[src/rtl/sram_ctl_pkg.sv]
package sram_ctl_pkg;
  typedef enum logic [2:0] {
    ST_IDLE   = 3'd0,
    ST_WSETUP = 3'd1,
    ST_WPULSE = 3'd2,
    ST_WHOLD  = 3'd3,
    ST_RWAIT  = 3'd4,
    ST_DONE   = 3'd5
  } ctl_state_e;
endpackage

[src/rtl/sram_wait_timer.sv]
module sram_wait_timer #(
  parameter int WAIT_CYCLES = 7
) (
  input  logic clk,
  input  logic rst_n,
  input  logic run,
  output logic last
);
  localparam int CW = $clog2(WAIT_CYCLES) + 1;
  logic [CW-1:0] cnt;

  always_ff @(posedge clk or negedge rst_n) begin
    if (!rst_n)   cnt <= '0;
    else if (run) cnt <= cnt + 1'b1;
    else          cnt <= '0;
  end

  assign last = run && (cnt == CW'(WAIT_CYCLES - 1));


  wait_bound_chk: assert property (@(posedge clk) disable iff (!rst_n)
    run |-> (cnt < CW'(WAIT_CYCLES)));
endmodule

[src/rtl/sram_lane_mask.sv]
module sram_lane_mask #(
  parameter int LANES = 2
) (
  input  logic [LANES*8-1:0] din,
  input  logic [LANES-1:0]   lane_en,
  output logic [LANES*8-1:0] dout
);
  for (genvar g = 0; g < LANES; g++) begin : g_lane
    assign dout[g*8 +: 8] = lane_en[g] ? din[g*8 +: 8] : 8'h00;
  end
endmodule

[src/rtl/sram_seq_fsm.sv]
module sram_seq_fsm
  import sram_ctl_pkg::*;
(
  input  logic       clk,
  input  logic       rst_n,
  input  logic       start,
  input  logic       start_write,
  input  logic       start_none,
  input  logic       wait_last,
  output ctl_state_e state
);
  ctl_state_e nxt;

  always_comb begin
    nxt = state;
    unique case (state)
      ST_IDLE: if (start) begin
        if (start_none)       nxt = ST_DONE;
        else if (start_write) nxt = ST_WSETUP;
        else                  nxt = ST_RWAIT;
      end
      ST_WSETUP: nxt = ST_WPULSE;
      ST_WPULSE: if (wait_last) nxt = ST_WHOLD;
      ST_WHOLD:  nxt = ST_DONE;
      ST_RWAIT:  if (wait_last) nxt = ST_DONE;
      ST_DONE:   nxt = ST_IDLE;
      default:   nxt = ST_IDLE;
    endcase
  end

  always_ff @(posedge clk or negedge rst_n) begin
    if (!rst_n) state <= ST_IDLE;
    else        state <= nxt;
  end


  none_direct_chk: assert property (@(posedge clk) disable iff (!rst_n)
    (state == ST_IDLE && start && start_none) |=> (state == ST_DONE));
endmodule

[src/rtl/sram_lane_ctrl.sv]
module sram_lane_ctrl
  import sram_ctl_pkg::*;
#(
  parameter int ADDR_W      = 18,
  parameter int DATA_W      = 16,
  parameter int WAIT_CYCLES = 7
) (
  input  logic              clk,
  input  logic              rst_n,
  input  logic              req_valid,
  output logic              req_ready,
  input  logic              req_write,
  input  logic [ADDR_W-1:0] req_addr,
  input  logic [DATA_W-1:0] req_wdata,
  input  logic [1:0]        req_be,
  output logic              rsp_valid,
  output logic [DATA_W-1:0] rsp_rdata,
  output logic [ADDR_W-1:0] sram_addr,
  output logic              sram_cs1_n,
  output logic              sram_cs2,
  output logic              sram_we_n,
  output logic              sram_oe_n,
  output logic              sram_ub_n,
  output logic              sram_lb_n,
  output logic [DATA_W-1:0] sram_dq_out,
  output logic              sram_dq_oe,
  input  logic [DATA_W-1:0] sram_dq_in
);
  localparam int LANES = DATA_W / 8;

  ctl_state_e        state;
  logic              accept, wait_run, wait_last, active;
  logic [ADDR_W-1:0] addr_q;
  logic [DATA_W-1:0] wdata_q, rdata_q, rd_masked;
  logic [LANES-1:0]  be_q;

  assign req_ready = (state == ST_IDLE);
  assign accept    = req_valid && req_ready;

  always_ff @(posedge clk or negedge rst_n) begin
    if (!rst_n) begin
      addr_q  <= '0;
      wdata_q <= '0;
      be_q    <= '0;
    end else if (accept) begin
      addr_q  <= req_addr;
      wdata_q <= req_wdata;
      be_q    <= req_be;
    end
  end

  sram_seq_fsm u_fsm (
    .clk(clk), .rst_n(rst_n), .start(accept), .start_write(req_write),
    .start_none(req_be == 2'b00), .wait_last(wait_last), .state(state)
  );

  assign wait_run = (state == ST_WPULSE) || (state == ST_RWAIT);

  sram_wait_timer #(.WAIT_CYCLES(WAIT_CYCLES)) u_timer (
    .clk(clk), .rst_n(rst_n), .run(wait_run), .last(wait_last)
  );

  sram_lane_mask #(.LANES(LANES)) u_mask (
    .din(sram_dq_in), .lane_en(be_q), .dout(rd_masked)
  );

  always_ff @(posedge clk or negedge rst_n) begin
    if (!rst_n)                                rdata_q <= '0;
    else if (state == ST_RWAIT && wait_last)   rdata_q <= rd_masked;
  end

  assign active      = (state != ST_IDLE) && (state != ST_DONE);
  assign sram_addr   = addr_q;
  assign sram_cs1_n  = ~active;
  assign sram_cs2    = active;
  assign sram_lb_n   = ~(active & be_q[0]);
  assign sram_ub_n   = ~(active & be_q[LANES-1]);
  assign sram_we_n   = ~(state == ST_WPULSE);
  assign sram_oe_n   = ~(state == ST_RWAIT);
  assign sram_dq_oe  = (state == ST_WPULSE) || (state == ST_WHOLD);
  assign sram_dq_out = wdata_q;
  assign rsp_valid   = (state == ST_DONE);
  assign rsp_rdata   = rdata_q;


  excl_drive_chk: assert property (@(posedge clk) disable iff (!rst_n)
    sram_dq_oe |-> sram_oe_n);

  we_oe_excl_chk: assert property (@(posedge clk) disable iff (!rst_n)
    !sram_we_n |-> sram_oe_n);

  idle_standby_chk: assert property (@(posedge clk) disable iff (!rst_n)
    req_ready |-> (sram_cs1_n && !sram_cs2 && sram_we_n && sram_oe_n &&
                   sram_ub_n && sram_lb_n && !sram_dq_oe));

  rsp_pulse_chk: assert property (@(posedge clk) disable iff (!rst_n)
    rsp_valid |=> (!rsp_valid && req_ready));

  addr_hold_chk: assert property (@(posedge clk) disable iff (!rst_n)
    (!sram_cs1_n && !$past(sram_cs1_n)) |-> $stable(sram_addr));

  we_rise_data_chk: assert property (@(posedge clk) disable iff (!rst_n)
    $rose(sram_we_n) |-> (sram_dq_oe && !sram_cs1_n));
endmodule

[config.mk]
export PLATFORM = sky130hd
export DESIGN_NAME = sram_lane_ctrl
export DESIGN_NICKNAME = d
export VERILOG_FILES = /design/src/rtl/sram_ctl_pkg.sv /design/src/rtl/sram_wait_timer.sv /design/src/rtl/sram_lane_mask.sv /design/src/rtl/sram_seq_fsm.sv /design/src/rtl/sram_lane_ctrl.sv
export SDC_FILE = /design/constraint.sdc
export NUM_CORES = 1
export LEC_CHECK = 0
export ABC_AREA = 0
export BUFFER_PORTS_ARGS = -buffer_cell sky130_fd_sc_hd__buf_2
export CAP_MARGIN = 20
export CORE_ASPECT_RATIO = 0.9
export CORE_UTILIZATION = 46
export DETAILED_ROUTE_END_ITERATION = 12
export PLACE_DENSITY = 0.83
export SETUP_SLACK_MARGIN = 0.02
export SYNTH_ARGS = -nofsm -noshare
export SYNTH_HDL_FRONTEND = slang
export SYNTH_SLANG_ARGS = --single-unit
[constraint.sdc]
create_clock -name clk -period 2.25 [get_ports clk]
set_clock_uncertainty 0.1 [all_clocks]
set_input_delay 0.225 -clock clk [delete_from_list [all_inputs] [get_ports clk]]
set_output_delay 0.225 -clock clk [all_outputs]
set_load 0.02 [all_outputs]
# Word-level counts from Yosys, hierarchy flattened
# Cells that the tools add are included.
[totals]
ff_bits = 59
input_bits = 56
[op_classes]
addsub = 1
eq_ne = 10
mux = 9
bitwise = 7
n_reduce_logical = 10
[ops]
columns = ["cell", "count"]
rows = [
  ["$mux 8", 2],
  ["$mux 3", 5],
  ["$pmux 3 s5", 1],
  ["$eq 3x2->1 const B", 2],
  ["$eq 3x3->1 const B", 2],
  ["$not 1->1", 5],
  ["$add 4x1->4 const B", 1],
  ["$eq 4x3->1 const B", 1],
  ["$logic_and 1x1->1", 4],
  ["$mux 4", 1],
  ["$ne 2x2->1 const B", 2],
  ["$eq 3x1->1 const B", 1],
  ["$logic_not 3->1", 1],
  ["$ne 3x3->1 const B", 1],
  ["$reduce_and 3->1", 1],
  ["$reduce_bool 3->1", 1],
  ["$and 1x1->1", 2],
  ["$logic_not 2->1", 1],
  ["$logic_or 1x1->1", 2],
  ["$ne 2x1->1 const B", 1],
]

# Longest topological paths before layout
# Gate-level depths: netlist of run 1.
[depth]
word_depth = 5
ltp_mapped = 6

# Modules after synthesis
# Synthesis of run 1 repeated with hierarchy kept, for this count alone.
[unflattened]
cells_unflattened = 176
area_unflattened_um2 = 2711.4
[modules_own_cells]
columns = ["mod", "n_inst", "cells_per_inst", "area_per_inst_um2"]
rows = [
  ["sram_lane_ctrl", 1, 129, 2268.4],
  ["sram_wait_timer", 1, 16, 192.7],
  ["sram_seq_fsm", 1, 15, 150.1],
  ["sram_lane_mask", 1, 16, 100.1],
]

# Worst setup path before layout of run 1
# OpenSTA, ideal clock, no wires.
[synth_timing]
kind = "reg-to-reg"
from = "register u_fsm.state[1]"
to = "register be_q[1]"
setup_time_ns = 0.125
t_arrival_ns = 1.938
required_time_ns = 2.025
setup_slack_ns = 0.087
path_stages_with_launch = 7
path_cell_list = "dfrtp_1 > buf_6 > nor3_1 > and2_1 > buf_2 > buf_4 > mux2_2"
[synth_via]
elab_chain_len = 2
[synth_rtl]
columns = ["element", "line_no", "source"]
rows = [
  ["from (decl)", "sram_seq_fsm.sv:10", "output ctl_state_e state"],
  ["from (signal assigned)", "sram_seq_fsm.sv:33", "else state <= nxt;"],
  ["$logic_not 3->1", "sram_lane_ctrl.sv:37", "assign req_ready = (state == ST_IDLE);"],
  ["via req_ready", "sram_lane_ctrl.sv:11", "output logic req_ready,"],
  ["$logic_and 1x1->1", "sram_lane_ctrl.sv:38", "assign accept = req_valid && req_ready;"],
  ["to (signal assigned)", "sram_lane_ctrl.sv:48", "be_q <= req_be;"],
  ["to (decl)", "sram_lane_ctrl.sv:35", "logic [LANES-1:0] be_q;"],
]
# The timed path passes the listed nets, and every way through them passes these cells.
# A chain may end at the register's enable or synchronous reset.

# Worst setup path in the final report of run 1
[layout_timing]
from = "register u_fsm.state[0]"
to = "output sram_lb_n"
[layout_via]
elab_chain_len = 4
elab_cells_between_ends = 5
cone_classes = "eq/ne: 1; bitwise: 2; reduce/logical: 2"
[layout_rtl]
columns = ["element", "line_no", "source"]
rows = [
  ["$ne 3x3->1 / $reduce_bool 3->1 (equally long branches)", "sram_lane_ctrl.sv:72", "assign active = (state != ST_IDLE) && (state != ST_DONE);"],
  ["$logic_and 1x1->1 *", "sram_lane_ctrl.sv:72", ""],
  ["$and 1x1->1 *", "sram_lane_ctrl.sv:76", "assign sram_lb_n = ~(active & be_q[0]);"],
  ["$not 1->1 *", "sram_lane_ctrl.sv:76", ""],
  ["to (decl)", "sram_lane_ctrl.sv:24", "output logic sram_lb_n,"],
]
# Every way passes the cells marked *; elsewhere a longest branch is shown, timed or not.

==> results of run 1 <==
metrics by stage:
step	power [mW]	utilization, %	cells
2_1_floorplan	2.98	-	189
3_3_place_gp	3.52	61.8	361
3_5_place_dp	3.58	61.8	361
4_1_cts	4.39	65.2	377
5_1_grt	4.58	65.2	377
6_report	4.33	65.2	377
area by class of cell:
| type | count | area share, % |
|---|---|---|
| clock inverters | 3 | 0.459 |
| flip-flops and latches | 59 | 45.2 |
| repair buffers | 118 | 19.2 |
| multi-input cells | 102 | 26.2 |
| inverters | 18 | 2.07 |
| well taps | 65 | 2.49 |
| clock buffers | 12 | 4.44 |
cell families (layout without fill, tap and decap cells):
group,after synthesis,in the layout
xor+xnor,3,3
flops,59,59
mux,52,52
fa+ha+maj,2,2
buf+inv,28,151
compound gates,8,8
simple gates,37,37
timing repair:
item                                   4_1_cts  5_1_grt
resized for setup                            0        0
hold buffers                                 1        0
setup endpoints to repair                    0        0
endpoints found under the hold margin       59        0
registers in the layout, summed over array words and instances (netlist names):
| name | count |
|---|---|
| sram_addr | 18 |
| rsp_rdata | 16 |
| u_fsm.state | 3 |
| be_q | 2 |
| u_timer.cnt | 4 |
| sram_dq_out | 16 |
power groups by stage:
stage | registers, mW | clock network, mW | logic (mW)
3_5_place_dp | 1.73 | 0 | 1.85
4_1_cts | 1.72 | 0.822 | 1.85
5_1_grt | 1.78 | 0.856 | 1.95
2_1_floorplan | 2.04 | 0 | 0.941
6_report | 1.72 | 0.791 | 1.82
3_3_place_gp | 1.72 | 0 | 1.80
per-layer routing:
metal | wire, um | up-vias | global-route usage (%) | part of all wire, %
met4 | 91 | 0 | 10.3 | 1.8
met5 | 0 | - | 0 | 0
met2 | 2340 | 74 | 31.7 | 47
met1 | 2190 | 834 | 21.2 | 44
met3 | 332 | 10 | 5.48 | 6.7
li1 | - | 854 | - | -
synth_stat cells, drive strengths merged, types with 2 or more instances:
library cell  instances  area [sq um]
o21ai                 2          10.0
buf                  10          81.3
ha                    2          25.0
nor2                  7          26.3
inv                  18          67.6
xnor2                 2          17.5
nor3                  2          21.3
nand2                20          75.1
mux2                 36           405
o21bai                2          15.0
mux2i                16           160
dfrtp                59          1480
and2b                 2          16.3
how the worst max path moves through the flow:
stage / from / to / slack (ns)
global route: u_fsm.state[0] / sram_ub_n / 0.27
global placement: u_fsm.state[1] / sram_dq_out[13] / 0.47
finish: u_fsm.state[0] / sram_lb_n / 0.35
CTS: u_fsm.state[0] / sram_lb_n / 0.33
floorplan: u_fsm.state[1] / be_q[1] / 0.09
detailed placement: u_fsm.state[0] / sram_dq_out[12] / 0.42
==> impl_metrics.ini, run 1 <==
[synth]
syn_area_sq_um = 2480
ys_ff_latch = 59
netlist_instances = 189
ys_types = 30
synth_edf_count = 0
synth_simple_gate_area_share_pct = 7.31
synth_fp_nets = 247
synth_top_family_by_area = multiplexers
synthAdderAreaFrac_pct = 1.01
synthMuxAreaShare_pct = 22.8
ys_seq_area_share_pct = 59.5
synth_compound_area_share_pct = 2.32
ys.warnings.count = 0
synthFlopType = dfrtp_1
synth_xor_xnor_area_share_pct = 1.06
async_flop_share_pct = 100
avgSynthCellArea_sq_um = 13.1

[cells_and_area]
final_common_cell = buf_2
n_antenna_cell = 0
area_delta_synth_final_pct = 31.8
drive_above_1_share_pct = 55.1
final_cell_mix = 114 x buf_2, 59 x dfrtp_1, 36 x mux2_2
multi_input_area_sq_um = 856
fin_nets = 366
fillers = 392
fin_area_sq_um = 3270
seqCellArea_sq_um = 1480

[worst_setup_path]
crit_path_start_kind = flop
cp.depth = 4
reg2reg_from = u_fsm.state[0]
crit_buf_inv = 1
critical_path.top_delay_family = flip-flops
cp_slowest_cell = dfrtp_1
cp.arrival_ns = 1.57
reg2reg_depth = 4
path_class = reg -> out
timing.rr.end = sram_dq_out[12]
crit_path_cell_trace = or2_2 > a21o_2 > nand2_1 > buf_2
regToRegSetupSlack_ns = 0.41
cp.required_ns = 1.92
slowest_delay_ns = 0.48
crit_fanout = 10
cp-end-kind = primary output

[power]
p_int_mw = 2.67
ir_worst_vdd_mv = 0.748
power.leakage_nw = 1.64
p_sw_share_pct = 38.4
pwr-share-clk_pct = 18.2
p_seq_share_pct = 39.7
p_sw_mw = 1.66
p_comb_share_pct = 42.1
p_per_area_nw_per_um2 = 1330

[timing]
period_minus_slack_ns = 1.90
tightest_slew_ns = 0.382
timing.final.ws_setup_ns = 0.351
max_freq_ghz = 0.527
setup_viol = 0
slew_headroom_pct = 74.5
rsz0062_at_grt = no
hold_ws_ns = 0.0304
drv_slew = 0
timing.final.crit_share_pct = 84.4
finalHoldViolations = 0
tns_ns = 0

[route]
antenna_left = 0
vias_per_cell = 4.70
drc = 0
wl_per_cell_um = 13.1
vias = 1772
drtIter0Drc = 59
dr.pass1.iters = 4
drt-total-wl_mm = 4.96

[grt]
grt_pass1_wl_mm = 7.86
antenna_found_initial = 0
grt_max_degree = 58
first_global_vias = 1777
grt_use_total_pct = 18.7
gr-total-overflow = 0

[cts]
cts.clk_slew.worst_paths_ns = 0.06
postCtsSetupBuffers = 0
cts_buffers = 9
clk_path_buf_depth = 2
numClockSinks = 59
cts_tree = built
clock_latency_ns = 0.32
htreeDepth = 3
root_buffer = clkbuf_8

[placement]
dp.final_hpwl_mm = 3.49
post_dp_cell_area_sq_um = 3100
port_buffers = 114
place_ws_ns = 0.425
gp_congestion = 0.713

[floorplanning]
dieArea_sq_um = 5690
pin_count = 115
row_count = 24
fp.dieH_um = 71.7
start_util_pct = 49.5
core-area_sq_um = 5010
die_x_um = 79.4

[status]
status = finished, final reports clean

[min_path]
min_path_type = in -> reg
min_to = sram_dq_out[4]
hold_start = req_wdata[4]
holdPathStages = 2

[flow_run]
max-cap-violations = 0
Power figures use the tool's default switching activity.
==> inputs of run 2 (changes only) <==
--- a/config.mk
+++ b/config.mk
@@ -9,9 +9,9 @@
 export BUFFER_PORTS_ARGS = -buffer_cell sky130_fd_sc_hd__buf_2
 export CAP_MARGIN = 20
 export CORE_ASPECT_RATIO = 0.9
-export CORE_UTILIZATION = 46
+export CORE_UTILIZATION = 42
 export DETAILED_ROUTE_END_ITERATION = 12
-export PLACE_DENSITY = 0.83
+export PLACE_DENSITY = 0.8
 export SETUP_SLACK_MARGIN = 0.02
 export SYNTH_ARGS = -nofsm -noshare
 export SYNTH_HDL_FRONTEND = slang
==> constraint.sdc (replaced) <==
create_clock -name clk -period 1.7 [get_ports clk]
set_clock_uncertainty 0.1 [all_clocks]
set_input_delay 0.17 -clock clk [delete_from_list [all_inputs] [get_ports clk]]
set_output_delay 0.17 -clock clk [all_outputs]
set_load 0.02 [all_outputs]
==> impl_metrics.ini, run 2 (same netlist as run 1, synthesis figures left out) <==
[status]
status = finished, violations left
violations = setup timing

[route]
drtIter0Drc = 37
wl_per_cell_um = 14.3
antenna_left = 0
vias_per_cell = 4.69
drt-total-wl_mm = 6.36
dr.pass1.iters = 4
vias = 2093
drc = 0

[timing]
finalHoldViolations = 0
rsz0062_at_grt = yes
timing.final.ws_setup_ns = -0.0666
setup_viol = 14
max_freq_ghz = 0.566
period_minus_slack_ns = 1.77
slew_headroom_pct = 76.4
timing.final.crit_share_pct = 104
tightest_slew_ns = 0.355
drv_slew = 0
hold_ws_ns = 0.0165

[power]
p_sw_share_pct = 36.4
pwr-share-clk_pct = 20.9
power.leakage_nw = 1.98
p_per_area_nw_per_um2 = 1660
p_comb_share_pct = 45.6
p_seq_share_pct = 33.6
ir_worst_vdd_mv = 1.15
p_sw_mw = 2.46
p_int_mw = 4.30

[cells_and_area]
multi_input_area_sq_um = 883
seqCellArea_sq_um = 1480
final_cell_mix = 109 x buf_2, 56 x dfrtp_1, 52 x dlygate4sd3_1
n_antenna_cell = 0
fin_area_sq_um = 4080
fin_nets = 429
finalNonFillerCells = 446
fillers = 402
area_delta_synth_final_pct = 64.5
largest_reg_flops = 18
final_common_cell = buf_2
drive_above_1_share_pct = 51.1

[placement]
dp.final_hpwl_mm = 3.42
place_inst = 370
gp_congestion = 0.718
post_dp_cell_area_sq_um = 3160
port_buffers = 114

[floorplanning]
dieArea_sq_um = 6220
pin_count = 115
fp.dieH_um = 74.9
core-area_sq_um = 5690
start_util_pct = 43.6
die_x_um = 83.0
row_count = 26

[grt]
first_global_vias = 2126
grt_use_total_pct = 21.5
antenna_found_initial = 0
grt_max_degree = 60
gr-total-overflow = 0
grt_pass1_wl_mm = 10.1

[worst_setup_path]
reg2reg_depth = 5
regToRegSetupSlack_ns = -0.03
crit_buf_inv = 2
cpMostUsedCell = buf_6
path_class = reg -> out
crit_path_start_kind = flop
cp-end-kind = primary output
crit_fanout = 4
cp.required_ns = 1.43
crit_path_cell_trace = buf_6 > or2_4 > a21o_4 > nand2_2 > buf_6
cp.depth = 5
slowest_delay_ns = 0.42
reg2reg_from = u_fsm.state[2]
cp.arrival_ns = 1.50
cp-startpoint = u_fsm.state[2]
critical_path.top_delay_family = flip-flops
cp_slowest_cell = dfrtp_2

[cts]
cts_tree = built
cts.clk_slew.worst_paths_ns = 0.06
numClockSinks = 59
htreeDepth = 3
cts_buffers = 9
root_buffer = clkbuf_8
clk_path_buf_depth = 2
clock_latency_ns = 0.33

[min_path]
holdPathStages = 3
min_path_type = in -> reg
hold_start = sram_dq_in[15]

[flow_run]
max-cap-violations = 0
-- run 2: timing repair --
item / in CTS / in global routing
pin swaps: 3 / 2
resized for setup: 18 / 2
setup endpoints to repair: 44 / 48
endpoints found under the hold margin: 110 / 0
setup buffers: 3 / 1
hold buffers: 52 / 0
cloned: 2 / 2
-- run 2: worst paths after layout --
kind                                  end
setup reg to reg           sram_dq_out[4]
setup / recovery                sram_ub_n
max in group asynchronous  u_fsm.state[2]
min in group asynchronous    rsp_rdata[3]
hold reg to reg            u_timer.cnt[0]
hold / removal              rsp_rdata[15]
-- run 2: power by group through the flow --
stage          Sequential [mW]  Clock, mW  Combinational [mW]
4_1_cts                   2.26       1.46                2.95
3_5_place_dp              2.28          0                2.53
3_3_place_gp              2.26          0                2.46
5_1_grt                   2.35       1.52                3.28
2_1_floorplan             2.70          0                1.31
6_report                  2.27       1.41                3.08
-- run 2: metrics by stage --
stage	total power [mW]	setup slack, ns	TNS, ns	util [%]
global placement	4.73	0.0640	0	55.5
finish	6.77	-0.0666	-0.387	71.7
floorplan	4.01	-0.136	-3.82	-
global route	7.15	-0.109	-2.47	71.7
CTS	6.67	-0.0724	-0.253	70.6
detailed placement	4.81	0.00781	0	55.5
-- run 2: routing by layer --
layer	global-route usage, %	vias up	wire length, um
li1	-	988	-
met1	23.2	1017	2540
met2	40.6	76	3440
met3	6.80	12	288
met4	8.05	0	87
met5	0	-	0
-- run 2: worst min-delay path, stage by stage --
cell and delay (ns):
buf_2 0.10, nand2_1 0.06, mux2i_1 0.07
-- run 2: final cells by class --
class | count | share of cell area [%]
sequential | 59 | 36.3
clock inverter | 4 | 1.81
tap | 70 | 2.15
clock buffer | 12 | 3.56
inverter | 18 | 1.66
timing repair buffer | 181 | 32.9
multi-input combinational | 102 | 21.6
